## config.mk

```make
export PLATFORM = sky130hd
export DESIGN_NAME = phy_access_port
export DESIGN_NICKNAME = d
export VERILOG_FILES = /design/src/rtl/phy_port_pkg.sv /design/src/rtl/strobe_edge.sv /design/src/rtl/phy_delay_bank.sv /design/src/rtl/phy_access_port.sv
export SDC_FILE = /design/constraint.sdc
export NUM_CORES = 1
export LEC_CHECK = 0
export BUFFER_PORTS_ARGS = -buffer_cell sky130_fd_sc_hd__buf_2
export CORE_MARGIN = 2
export CORE_UTILIZATION = 53
export DETAILED_ROUTE_END_ITERATION = 6
export PLACE_DENSITY = 0.8
export SETUP_SLACK_MARGIN = 0.4
export SYNTH_ARGS = -nofsm -noshare
export SYNTH_HDL_FRONTEND = slang
export SYNTH_SLANG_ARGS = --single-unit
```

## constraint.sdc

```tcl
create_clock -name clk -period 2.46 [get_ports clk]
set_input_delay 0.246 -clock clk [delete_from_list [all_inputs] [get_ports clk]]
set_output_delay 0.246 -clock clk [all_outputs]
set_load 0.005 [all_outputs]
```

## src/rtl/phy_port_pkg.sv

```systemverilog
// Package: field layout of the indirect-access control word.
// Assumes: bit positions are fixed by the software that drives the port;
// only the entry count and the value width are tunable in the top module.
package phy_port_pkg;

    localparam int WORD_W   = 32;
    localparam int IDX_LSB  = 0;    // entry index field
    localparam int IDX_MAXW = 8;
    localparam int WVAL_LSB = 8;    // value to store
    localparam int RVAL_LSB = 12;   // value fetched
    localparam int VAL_MAXW = 4;    // store/fetch fields are 4 bits apart
    localparam int STB_WR   = 24;   // store strobe
    localparam int STB_RD   = 25;   // fetch strobe
    localparam int ACK_BIT  = 26;   // fetch acknowledge
    localparam int NUM_STB  = 2;    // strobe slot 0 = store, 1 = fetch

    // Software-visible state of the control word.
    typedef struct packed {
        logic [IDX_MAXW-1:0] idx;
        logic [VAL_MAXW-1:0] wval;
        logic [VAL_MAXW-1:0] rval;
        logic                stb_wr;
        logic                stb_rd;
        logic                ack;
    } port_state_t;

    // Place the state fields at their bit positions; unused bits stay 0.
    function automatic logic [WORD_W-1:0] pack_word(input port_state_t s);
        logic [WORD_W-1:0] w;
        w = '0;
        w[IDX_LSB  +: IDX_MAXW] = s.idx;
        w[WVAL_LSB +: VAL_MAXW] = s.wval;
        w[RVAL_LSB +: VAL_MAXW] = s.rval;
        w[STB_WR]  = s.stb_wr;
        w[STB_RD]  = s.stb_rd;
        w[ACK_BIT] = s.ack;
        return w;
    endfunction

endpackage

```

## src/rtl/strobe_edge.sv

```systemverilog
// Module: strobe_edge
// Detects a 0-to-1 and a 1-to-0 change of one software strobe bit. The
// change is seen at the bus write that carries it: "cur" is the stored bit,
// "nxt" is the bit in the incoming word, "hit" marks a write to the word.
// Assumes: the stored bit is updated by the caller on the same edge.
module strobe_edge (
    input  logic hit,
    input  logic nxt,
    input  logic cur,
    output logic rise,
    output logic fall
);

    // Combinational edge decode against the stored copy.
    always_comb begin
        rise = hit &&  nxt && !cur;
        fall = hit && !nxt &&  cur;
    end

endmodule

```

## src/rtl/phy_delay_bank.sv

```systemverilog
// Module: phy_delay_bank
// Bank of NUM_ENT delay entries, DLY_W bits each, cleared by reset.
// One write port, one combinational read port. Indices at or above NUM_ENT
// read as zero and a write to them touches no entry. A read in the same
// cycle as a write returns the old contents.
// Assumes: synchronous active-low reset.
module phy_delay_bank #(
    parameter int NUM_ENT = 9,
    parameter int IDX_W   = 8,
    parameter int DLY_W   = 4
) (
    input  logic             clk,
    input  logic             rst_n,
    input  logic             we,
    input  logic [IDX_W-1:0] waddr,
    input  logic [DLY_W-1:0] wdata,
    input  logic [IDX_W-1:0] raddr,
    output logic [DLY_W-1:0] rdata
);

    logic [DLY_W-1:0] mem [NUM_ENT];

    for (genvar i = 0; i < NUM_ENT; i++) begin : g_ent
        // Entry storage: clear on reset, load when addressed by a write.
        always_ff @(posedge clk) begin
            if (!rst_n)
                mem[i] <= '0;
            else if (we && waddr == IDX_W'(i))
                mem[i] <= wdata;
        end

        // an addressed write lands in this entry.
        a_r4_entry_load: assert property (@(posedge clk) disable iff (!rst_n)
            (we && waddr == IDX_W'(i)) |=> (mem[i] == $past(wdata)));

        // without an addressed write the entry holds its value.
        a_r8_entry_hold: assert property (@(posedge clk) disable iff (!rst_n)
            !(we && waddr == IDX_W'(i)) |=> $stable(mem[i]));
    end

    // Read mux: unmatched indices fall through to zero.
    always_comb begin
        rdata = '0;
        for (int i = 0; i < NUM_ENT; i++)
            if (raddr == IDX_W'(i))
                rdata = mem[i];
    end

endmodule

```

## src/rtl/phy_access_port.sv

```systemverilog
// Module: phy_access_port
// One memory-mapped control word that gives indirect access to a bank of
// delay entries. Rising store/fetch strobes in a bus write trigger a bank
// write or a bank fetch; fetched data and an acknowledge return in the word.
// Assumes: single-cycle bus writes on reg_wen, combinational bus reads,
// synchronous active-low reset, IDX_W <= 8 and DLY_W <= 4.
module phy_access_port
    import phy_port_pkg::*;
#(
    parameter int              ADDR_W   = 8,
    parameter logic [ADDR_W-1:0] PORT_OFS = 8'h10,
    parameter int              NUM_ENT  = 9,
    parameter int              IDX_W    = 8,
    parameter int              DLY_W    = 4
) (
    input  logic              clk,
    input  logic              rst_n,
    input  logic              reg_wen,
    input  logic [ADDR_W-1:0] reg_addr,
    input  logic [WORD_W-1:0] reg_wdata,
    output logic [WORD_W-1:0] reg_rdata
);

    localparam int SLOT_WR = 0;
    localparam int SLOT_RD = 1;

    port_state_t      st;
    logic             port_hit;
    logic [IDX_W-1:0] nxt_idx;
    logic [DLY_W-1:0] nxt_wval;
    logic [NUM_STB-1:0] nxt_stb, cur_stb, stb_rise, stb_fall;
    logic             bank_we;
    logic [DLY_W-1:0] bank_rd;

    // Decode a bus write to the word and slice its incoming fields.
    always_comb begin
        port_hit = reg_wen && (reg_addr == PORT_OFS);
        nxt_idx  = reg_wdata[IDX_LSB  +: IDX_W];
        nxt_wval = reg_wdata[WVAL_LSB +: DLY_W];
        nxt_stb  = {reg_wdata[STB_RD], reg_wdata[STB_WR]};
        cur_stb  = {st.stb_rd, st.stb_wr};
    end

    for (genvar s = 0; s < NUM_STB; s++) begin : g_stb
        strobe_edge u_edge (
            .hit  (port_hit),
            .nxt  (nxt_stb[s]),
            .cur  (cur_stb[s]),
            .rise (stb_rise[s]),
            .fall (stb_fall[s])
        );
    end

    assign bank_we = stb_rise[SLOT_WR];

    phy_delay_bank #(
        .NUM_ENT (NUM_ENT),
        .IDX_W   (IDX_W),
        .DLY_W   (DLY_W)
    ) u_bank (
        .clk   (clk),
        .rst_n (rst_n),
        .we    (bank_we),
        .waddr (nxt_idx),
        .wdata (nxt_wval),
        .raddr (nxt_idx),
        .rdata (bank_rd)
    );

    // Control word state: software fields, fetched value, acknowledge.
    always_ff @(posedge clk) begin
        if (!rst_n) begin
            st <= '0;
        end else if (port_hit) begin
            st.idx    <= IDX_MAXW'(nxt_idx);
            st.wval   <= VAL_MAXW'(nxt_wval);
            st.stb_wr <= nxt_stb[SLOT_WR];
            st.stb_rd <= nxt_stb[SLOT_RD];
            if (stb_rise[SLOT_RD]) begin
                st.rval <= VAL_MAXW'(bank_rd);
                st.ack  <= 1'b1;
            end else if (!nxt_stb[SLOT_RD]) begin
                st.ack  <= 1'b0;
            end
        end
    end

    // Bus read mux: only the port offset returns data.
    always_comb begin
        reg_rdata = (reg_addr == PORT_OFS) ? pack_word(st) : '0;
    end

    // two commits can never come on back-to-back cycles.
    a_r5_no_repeat: assert property (@(posedge clk) disable iff (!rst_n)
        bank_we |=> !bank_we);

    // a rising fetch strobe returns the bank output and raises ack.
    a_r6_fetch_ack: assert property (@(posedge clk) disable iff (!rst_n)
        stb_rise[SLOT_RD] |=> (st.ack && st.rval == VAL_MAXW'($past(bank_rd))));

    // lowering the fetch strobe drops ack and keeps the fetched value.
    a_r7_ack_drop: assert property (@(posedge clk) disable iff (!rst_n)
        (port_hit && !nxt_stb[SLOT_RD]) |=> (!st.ack && $stable(st.rval)));

    // writes elsewhere leave the word unchanged.
    a_r3_foreign_write: assert property (@(posedge clk) disable iff (!rst_n)
        !port_hit |=> $stable(st));

endmodule

```

=== After elaboration in Yosys (flattened, before gate mapping) ===
Memory sizes are Yosys's and may differ from the RTL's.
Cells that the tools add are included.
W data, S select, Z words.

* Flip-flop bits (word level): 19
* RAM bits: 36
* Input bits: 43
* Output and inout port bits: 32
* Word-level logic and storage cells: 94
* Memories kept: 1

* Eq/ne operators: 10
* Muxes and demuxes: 49
* Bitwise logic cells: 9
* Reductions and logical operators: 19

{| class="wikitable"
|+ Memory list
! memory !! words !! width !! rd ports !! clocked after Yosys merged registers in !! write ports !! RTL line !! source
|-
| u_bank.mem || 9 || 4 || 9 || 0 || 9 || phy_delay_bank.sv:21 || <nowiki>logic [DLY_W-1:0] mem [NUM_ENT];</nowiki>
|}

{| class="wikitable"
|+ Operators by type and width
! kind !! number
|-
| $mux W4 || 18
|-
| $eq A8 B3 Y1 const B || 4
|-
| $mux W1 || 30
|-
| $mux W27 || 1
|-
| $eq A8 B2 Y1 const B || 2
|-
| $logic_and A1 B1 Y1 || 14
|-
| $or A1 B1 Y1 || 9
|-
| $eq A8 B1 Y1 const B || 1
|-
| $eq A8 B4 Y1 const B || 1
|-
| $eq A8 B5 Y1 const B || 1
|-
| $logic_not A8 Y1 || 1
|-
| $reduce_and A2 Y1 || 2
|-
| $logic_not A1 Y1 || 2
|-
| $ne A2 B1 Y1 const B || 1
|}

=== Longest topological paths before layout ===
Gate-level depths: netlist (run 1).

* Depth in word-level cells: 10
* Depth in mapped cells: 7
* Mapped depth without buffers: 5

=== Cells and area by module ===
A second synthesis (run 1) with hierarchy kept.

* Cells, all modules: 282
* Area, all modules: 3,050.4 um2

{| class="wikitable"
|+ By module, submodules not included
! module !! instances !! cells each !! area each (um2) !! seq. area each (um2)
|-
| phy_delay_bank || 1 || 155 || 1,963.1 || 1,081.0
|-
| phy_access_port || 1 || 123 || 1,052.3 || 380.4
|-
| strobe_edge || 2 || 2 || 17.5 || 0.0
|}

=== Worst setup path before layout (run 1) ===
OpenSTA, ideal clock, no wires.

* Path kind: input -> register
* Start point: input reg_wdata[5]
* End point: memory u_bank.mem[0][0] (enable)
* Library setup time: 0.361 ns
* Arrival time: 1.725 ns
* Data required time: 2.099 ns
* Setup slack: 0.373 ns
* Stages on the path: 4
* Buffers on the path: 1
* Cells stage by stage: or4_4 buf_6 or4_1 o21ai_0

{| class="wikitable"
|+ RTL lines
! what !! RTL line !! source
|-
| from (decl) || phy_access_port.sv:20 || <nowiki>input logic [WORD_W-1:0] reg_wdata,</nowiki>
|-
| to (decl) || phy_delay_bank.sv:21 ||
|}

==> results of run 1 <==
-- final cells by class --
| class | count | area (um^2) | area share |
|---|---|---|---|
| sequential | 55 | 1460 | 0.446 |
| multi-input combinational | 198 | 1290 | 0.395 |
| timing repair buffer | 53 | 290 | 0.0886 |
| tap | 70 | 87.6 | 0.0267 |
| clock buffer | 6 | 82.6 | 0.0252 |
| clock inverter | 2 | 38.8 | 0.0118 |
| inverter | 6 | 22.5 | 0.00687 |
-- per-layer routing --
layer  global-route usage  vias to the layer above  part of all wire
met3               0.0471                        8             0.070
met4               0.0474                        0            0.0093
met2                0.356                       77              0.49
li1                     -                     1048                 -
met1                0.281                     1011              0.43
met5                    0                        -                 0
-- where the power goes --
group	leakage [nW]	switching (W)	internal, W
clock network	0.0618	0.000282	0.000335
registers	0.495	0.0000105	0.00101
logic	0.890	0.0000884	0.0000517
total	1.45	0.000381	0.00140
-- critical path: cells and delay by family (launching register included) --
| family | cells | cell delay [ns] |
|---|---|---|
| AO/OA/AOI/OAI | 1 | 0.22 |
| buffers and inverters | 1 | 0.17 |
| flip-flops | 1 | 0.33 |
| AND/OR/NAND/NOR | 3 | 0.93 |
-- flip-flops by register name (all words and copies together) (netlist names) --
signal      flops
st             17
u_bank.mem     36
cur_stb         2
-- layout by cell type (no fill, tap or decap), types with 3 or more instances in the layout --
cell type  count
o211ai_1       6
nor2_1        14
dfxtp_1       19
mux2i_1       16
clkbuf_8       6
a21oi_1        8
nand2b_1       5
nor2b_1       16
inv_1          6
o21ai_0       13
and3_1        20
nor3_1         4
and2_1        37
or2_2          3
nand3_1        3
buf_2         43
nand2_1        8
conb_1        13
nor4_1         4
a22oi_1        3
edfxtp_1      36
buf_4         10
-- worst min path at each step --
stage                  start          to  slack (ns)  cells past startpoint
2_1_floorplan  reg_wdata[24]  cur_stb[0]        0.41                      2
3_3_place_gp           st[6]       st[6]        0.47                      2
3_5_place_dp           st[6]       st[6]        0.47                      2
4_1_cts        reg_wdata[24]  cur_stb[0]        0.21                      3
5_1_grt        reg_wdata[24]  cur_stb[0]        0.23                      3
6_report       reg_wdata[24]  cur_stb[0]        0.23                      3
-- per-stage QoR --
| stage | utilization | instance area, um^2 | hold WS, ns | worst slack, ns | cells |
|---|---|---|---|---|---|
| 2_1_floorplan | - | 2960 | 0.412 | 0.373 | 289 |
| 3_3_place_gp | 0.606 | 3160 | 0.466 | 0.301 | 382 |
| 3_5_place_dp | 0.606 | 3160 | 0.474 | 0.271 | 382 |
| 4_1_cts | 0.630 | 3280 | 0.214 | 0.541 | 390 |
| 5_1_grt | 0.630 | 3280 | 0.229 | 0.418 | 390 |
| 6_report | 0.630 | 3280 | 0.228 | 0.525 | 390 |
-- kinds of logic after synthesis --
family,after synthesis,synth area share
DFF,55,0.502
AOI/OAI and AO/OA,40,0.0910
and+or+nand+nor,128,0.274
other,1,0.00129
buffers and inverters,36,0.0700
muxes,17,0.0627
==> results.toml, run 1 <==
[setup_path]
startpoint = "cur_stb[0]"
arrival_ns = 1.97
r2r_start = "cur_stb[0]"
endpoint_kind = "register"
critPathMaxStageDelay_ns = 0.60
r2r_cells = 5
crit_required_ns = 2.49
crit_type = "register to register"
regToRegSetupSlack_ns = 0.53
path_cells = "nor2b_1 > nand4_1 > or4_1 > o21ai_0 > buf_4"
r2r-end = "u_bank.mem[0][2]"
start_kind = "register"
endpoint = "u_bank.mem[0][2]"
cp_max_fo = 4
slowest_stage = "or4_1"

[synthesis]
seq_area_frac_synth = 0.502
synthCells = 277
yosys.area.top_type = "edfxtp_1"
synth_flop_cell = "edfxtp_1"
synth_top_area_share = 0.371
synth_area_leaders = "edfxtp_1, dfxtp_1, and2_1, mux2i_1, and3_1"
ys_ff_latch = 55
synth_edf_count = 36
async_reset_ff_frac = 0
syn-cell-area_um2 = 2910
synth_most_common_cell = "and2_1"
synth.yosys.warnings = 0
yosysUniqueCellTypes = 47
synth_common_cells = "and2_1, edfxtp_1, and3_1, dfxtp_1"
syn_avg_cell_area_um2 = 10.5

[job]
maxCapViolCount = 0

[drt]
drtIter0Drc = 108
drt_first_pass_iters = 4
antenna_left = 0
drc = 0
routedWlPerCell_um = 15.7
vias_per_cell = 5.50
num_vias = 2144
wirelength_um = 6130

[clock_network]
cts_made_buffers = 5
clock_sink_count = 55
insertion_delay_ns = 0.31
cts_tree = "yes"
hold_buffers = 0
cts-root-buf = "clkbuf_8"
cts_resized = 0
htreeDepth = 2
clk_transition_reported_paths_ns = 0.09
post-cts-setup-buffers = 0
cts.path.max_buffers = 2

[run_status]
status = "complete, no violations"

[die]
die_area_um2 = 6110
ios = 75
coreArea_um2 = 5200
die_h_um = 78.2
start_util = 0.560
die_width_um = 78.2
rows = 26

[timing]
slew_headroom = 0.585
rsz0062_at_grt = "no"
hold_violations = 0
fmax_mhz = 517
slew_viol_final = 0
layout_worst_path_cycle_share = 0.786
skew_ns = 0.00876
setup_tns_ns = 0
worstMarginPinSlew_ns = 0.617
fin_crit_ns = 1.93
setup_viol = 0

[placed_design]
dp_hpwl_um = 4560
gp_congestion = 0.823
port_buffers = 43

[power_and_ir_drop]
power_density_nw_per_um2 = 542
peakVddDrop_uv = 369
leakage_nw = 1.45
power_w = 0.00178

[final_layout]
fillerInstances = 440
syn2layout_area_growth_pct = 12.5
nets = 362
antennaDiodeCount = 0
drive_gt1_frac = 0.231

[worst_hold_path]
holdCritPathClass = "input pin to register"

[global_route]
grt_overflow_total = 0
antenna_found_initial = 0
grt_pass1_vias = 1994
grt_max_degree = 32
grt_pass1_wl_um = 9810
track_usage = 0.211
No activity file was read; power rests on OpenSTA's default activity.
==> inputs of run 2 (changes only) <==
Settings changed: ABC_AREA set to 1.
Clock period 2.46 ns to 1.8 ns, I/O delays scaled along.
==> run 2 against run 1 <==
Against the previous run:
- register-to-register slack improved by 0.04 ns
- flip-flop and latch count did not move
- routed wire length fell by 0.31%
- clock power rose by 23%
- clock-buffer cell count rose by 1
- utilization rose by 2.6 points
- critical path type is now input pin to register
- largest cell class unchanged
==> results.toml, run 2 <==
[run_status]
status = "complete, no violations"

[die]
ios = 75
die_area_um2 = 5930
rows = 26
coreArea_um2 = 5140
start_util = 0.549
die_h_um = 77.0
die_width_um = 77.0

[timing]
rsz0062_at_grt = "yes"
layout_worst_path_cycle_share = 0.759
fin_crit_ns = 1.37
fmax_mhz = 732
setup_tns_ns = 0
skew_ns = 0.00643
slew_viol_final = 0
fin_hold_ws_ns = 0.150
setup_viol = 0
hold_violations = 0

[power_and_ir_drop]
power_density_nw_per_um2 = 683
power_w = 0.00230
peakVddDrop_uv = 495
leakage_nw = 1.37

[final_layout]
largest_reg_flops = 36
fillerInstances = 436
syn2layout_area_growth_pct = 19.4
layout_common_cells = "nor2_1, nand2_1, buf_2, inv_1, edfxtp_1"
design_area_um2 = 3370
multi_input_area_um2 = 1160
top_register = "u_bank.mem"
nets = 446
antennaDiodeCount = 0
drive_gt1_frac = 0.265
layout.area.seq_um2 = 1460
layout_commonest_cell = "nor2_1"

[setup_path]
crit_required_ns = 1.84
arrival_ns = 1.41
endpoint_kind = "register"
start_kind = "input pin"
cp_max_fo = 6
crit_buf_inv = 5
crit_type = "input pin to register"
cp_top_family = "simple AND/OR/NAND/NOR gates"
critPathMaxStageDelay_ns = 0.16
path_cells = "buf_2 > nor2_4 > nand4_1 > nor2_4 > inv_2 > nor2_2 > inv_2 > nor2_4 > inv_2 > o21ai_2 > buf_4"
slowest_stage = "nand4_1"

[synthesis]
synth_top_area_share = 0.383
async_reset_ff_frac = 0
synthCells = 346
synth_common_cells = "nor2_1, nand2_1, inv_1, edfxtp_1, dfxtp_1"
syn_avg_cell_area_um2 = 8.16
syn-cell-area_um2 = 2820
yosysUniqueCellTypes = 23
synth_area_leaders = "edfxtp_1, dfxtp_1, nor2_1, nand2_1, inv_1"
ys_ff_latch = 55
synth_edf_count = 36
seq_area_frac_synth = 0.518
yosys.area.top_type = "edfxtp_1"
synth.yosys.warnings = 0
synth_flop_cell = "edfxtp_1"
synth_most_common_cell = "nor2_1"

[drt]
drc = 0
top_layer = "met4"
drt_first_pass_iters = 4
wirelength_um = 6110
antenna_left = 0
met2_length_um = 2950
vias_per_cell = 5.04
wl_met1_um = 2530
num_vias = 2389
routedWlPerCell_um = 12.9
dr_wl_met3_um = 525
drtIter0Drc = 240

[clock_network]
cts.path.max_buffers = 2
htreeDepth = 2
cts_made_buffers = 5
cts_tree = "yes"
clock_sink_count = 55
insertion_delay_ns = 0.31
clk_transition_reported_paths_ns = 0.10
cts-root-buf = "clkbuf_8"

[global_route]
grt_pass1_wl_um = 9940
antenna_found_initial = 0
grt_max_degree = 20
grt_overflow_total = 0
grt_pass1_vias = 2180
track_usage = 0.213

[placed_design]
place_area_um2 = 3160
gp_congestion = 0.866
dp_hpwl_um = 4390
port_buffers = 43

[worst_hold_path]
holdCritPathClass = "input pin to register"

[job]
maxCapViolCount = 0
## run 2: per-stage QoR
| stage | util | setup WS [ns] | cells |
|---|---|---|---|
| 2_1_floorplan | - | 0.218 | 358 |
| 3_3_place_gp | 0.615 | 0.0862 | 459 |
| 3_5_place_dp | 0.615 | 0.0435 | 459 |
| 4_1_cts | 0.637 | 0.390 | 467 |
| 5_1_grt | 0.656 | 0.315 | 474 |
| 6_report | 0.656 | 0.433 | 474 |
## run 2: per-layer routing
metal,up-vias,GRT usage
met5,-,0
met4,0,0.0625
met3,10,0.0447
met2,96,0.356
met1,1095,0.281
li1,1188,-
## run 2: power breakdown
group	switching, W	internal [W]	leakage, nW	total [W]
clock	0.000400	0.000361	0.0539	0.000761
sequential	0.0000119	0.00138	0.495	0.00139
combinational	0.000106	0.0000450	0.821	0.000151
total	0.000518	0.00179	1.37	0.00230
## run 2: worst reg2reg max path: cells and delay by family, from the launching register on
kind / cells / cell delay, ns
and+or+nand+nor: 7 / 0.69
DFF: 1 / 0.39
AOI/OAI and AO/OA: 1 / 0.06
## run 2: logic make-up after synthesis
group	after synthesis	share of synthesized area
buf+inv	72	0.118
compound gates	35	0.0656
flops	55	0.518
other cells	1	0.00133
simple gates	183	0.298
## run 2: timing repair
| action | CTS | global route |
|---|---|---|
| resized for setup | 2 | 11 |
| pin swaps | 0 | 4 |
| hold buffers | 0 | 0 |
| endpoints found under the setup margin | 25 | 38 |
| setup buffers | 0 | 7 |
## run 2: layout make-up
class,count,share of cell area
Sequential cell,55,0.433
Multi-Input combinational cell,231,0.344
Timing Repair Buffer,60,0.109
Inverter,50,0.0564
Clock buffer,7,0.0289
Tap cell,70,0.0260
Clock inverter,1,0.00186
## run 2: path summary, 6_finish.rpt
check	cells past startpoint	endpoint	start	slack, ns
min reg2reg	2	st[16]	st[16]	0.47
max reg2reg	8	st[6]	u_bank.mem[1][3]	0.57
min	3	st[17]	reg_wdata[6]	0.15
max	11	u_bank.mem[7][0]	reg_addr[3]	0.43
==> inputs of run 3 (changes only) <==
Settings changed: CORE_UTILIZATION 53 to 47, PLACE_DENSITY 0.8 to 0.75.
Clock period 1.8 ns to 1.15 ns, I/O delays scaled along.
==> run 3 against run 2 <==
Against the previous run:
- the flow now finishes with violations (setup timing)
- die area is 12% higher
- clock power increased by 47%
- sequential power grew 57%
- non-clock buffer count is 38 higher
- clock-buffer cell count shrank 1
- critical path type unchanged
==> results.toml, run 3 (synthesis results as in run 2) <==
[timing]
fmax_mhz = 753
hold_violations = 0
skew_ns = 0.00767
setup_tns_ns = -10.09
fin_ws_ns = -0.178
rsz0062_at_grt = "yes"
setup_viol = 91
slew_viol_final = 0
layout_worst_path_cycle_share = 1.15
fin_crit_ns = 1.33

[drt]
routedWlPerCell_um = 13.8
vias_per_cell = 4.95
antenna_left = 0
drt_first_pass_iters = 4
num_vias = 2560
drtIter0Drc = 136
drc = 0
wirelength_um = 7160

[die]
ios = 75
coreArea_um2 = 5850
die_width_um = 81.5
die_h_um = 81.5
start_util = 0.483
die_area_um2 = 6640
rows = 28

[final_layout]
multi_input_area_um2 = 1340
nets = 484
layout_common_cells = "nor2_1, nand2_1, buf_4, inv_1, edfxtp_1"
largest_reg_flops = 36
antennaDiodeCount = 0
layout_commonest_cell = "nor2_1"
layout.area.seq_um2 = 1460
syn2layout_area_growth_pct = 40.9
top_register = "u_bank.mem"
drive_gt1_frac = 0.403
fillerInstances = 413

[setup_path]
crit_type = "input pin to register"
cp_top_family = "simple AND/OR/NAND/NOR gates"
arrival_ns = 1.36
path_common_cell = "nor2_4"
cp_max_fo = 6
critPathMaxStageDelay_ns = 0.20
slowest_stage = "nand4_1"
crit_required_ns = 1.18
worstSetupPathDepth = 11
crit_buf_inv = 5
r2r_cells = 8
endpoint_kind = "register"
path_cells = "buf_6 > nor2_4 > nand4_1 > nor2_4 > inv_2 > nor2_2 > inv_2 > nor2_4 > inv_4 > o21ai_2 > buf_6"
start_kind = "input pin"

[placed_design]
gp_congestion = 0.833
dp_hpwl_um = 4740
port_buffers = 43

[run_status]
status = "finished with violations"
violations = "setup timing"

[clock_network]
cts_made_buffers = 5
hold_buffers = 0
insertion_delay_ns = 0.31
cts-root-buf = "clkbuf_8"
htreeDepth = 2
cts_tree = "yes"
cts.path.max_buffers = 2
clock_sink_count = 55
clk_transition_reported_paths_ns = 0.10

[global_route]
grt_max_degree = 20
track_usage = 0.214
antenna_found_initial = 0
grt_pass1_vias = 2356
grt_overflow_total = 0
grt_pass1_wl_um = 10700

[power_and_ir_drop]
switchingPower_w = 0.000846
pwr-share-comb = 0.094
power_w = 0.00364
leakage_nw = 1.64
p_sw_frac = 0.233
pwr-share-clk = 0.307
power_density_nw_per_um2 = 914
internal_power_w = 0.00279
peakVddDrop_uv = 473
seq_power_share = 0.599

[worst_hold_path]
holdCritPathClass = "input pin to register"
hold_depth = 3

[job]
maxCapViolCount = 0
==> run 3: changes by cell type in the layout (fill, tap and decap cells not counted), moves of 4 or more <==
cell | previous run | this run
buf_4 | 15 | 43
nor2_1 | 86 | 68
buf_6 | 0 | 14
buf_2 | 43 | 34
nor2_2 | 4 | 13
nor2_4 | 7 | 16
nand2_4 | 0 | 6
o21ai_1 | 0 | 6
nand2_1 | 49 | 44
a211oi_1 | 4 | 0
a211oi_2 | 0 | 4
o21ai_0 | 9 | 5
==> run 3: layout make-up <==
cell class                      instances  share of cell area
Tap cell                               75              0.0236
Clock buffer                            6              0.0208
Inverter                               50              0.0491
Sequential cell                        55               0.368
Clock inverter                          2             0.00409
Timing Repair Buffer                   98               0.199
Multi-Input combinational cell        231               0.336
==> run 3: final timing paths <==
kind | to | slack (ns) | start
worst min-delay path | st[15] | 0.09 | reg_wdata[4]
worst max register to register | st[4] | -0.04 | u_bank.mem[1][1]
worst min register to register | st[6] | 0.47 | st[6]
worst max-delay path | u_bank.mem[5][1] | -0.18 | reg_addr[2]
==> run 3: through the flow <==
stage / worst slack [ns] / std cells / instance area (um^2) / hold slack (ns) / utilization
2_1_floorplan: -0.367 / 358 / 3000 / 0.263 / -
5_1_grt: -0.292 / 517 / 3980 / 0.0917 / 0.680
6_report: -0.178 / 517 / 3980 / 0.0863 / 0.680
4_1_cts: -0.154 / 508 / 3780 / 0.0872 / 0.647
3_3_place_gp: -0.423 / 493 / 3480 / 0.421 / 0.596
3_5_place_dp: -0.511 / 493 / 3480 / 0.436 / 0.596
==> run 3: repair_timing <==
action                                  4_1_cts  5_1_grt
endpoints found under the setup margin      110      110
cloned                                        0        2
buffers inserted                              7        7
pin swaps                                    10        5
gates resized for setup                      36       30
==> run 3: routing by layer <==
layer	GRT usage	routed length, um	up-vias
met2	0.380	3750	78
met4	0.0746	99	0
met1	0.268	2930	1214
met3	0.0297	375	9
li1	-	-	1259
met5	0	0	-
==> run 3: power by group through the flow <==
stage | clock network, W | logic [W] | registers [W]
after floorplan | 0 | 0.000171 | 0.00222
after global placement | 0 | 0.000286 | 0.00222
after detailed placement | 0 | 0.000291 | 0.00222
after CTS | 0.00112 | 0.000319 | 0.00218
after global routing | 0.00120 | 0.000374 | 0.00218
final | 0.00112 | 0.000343 | 0.00218
==> run 3: worst reg2reg max path, cell delays in order (launching register included) <==
cell and delay (ns):
edfxtp_1 0.37, nand3_1 0.09, nand2_1 0.06, nor2_1 0.12, nand4_1 0.11, nor2_1 0.12, nand3_1 0.08, nand2_1 0.07
a21oi_1 0.06
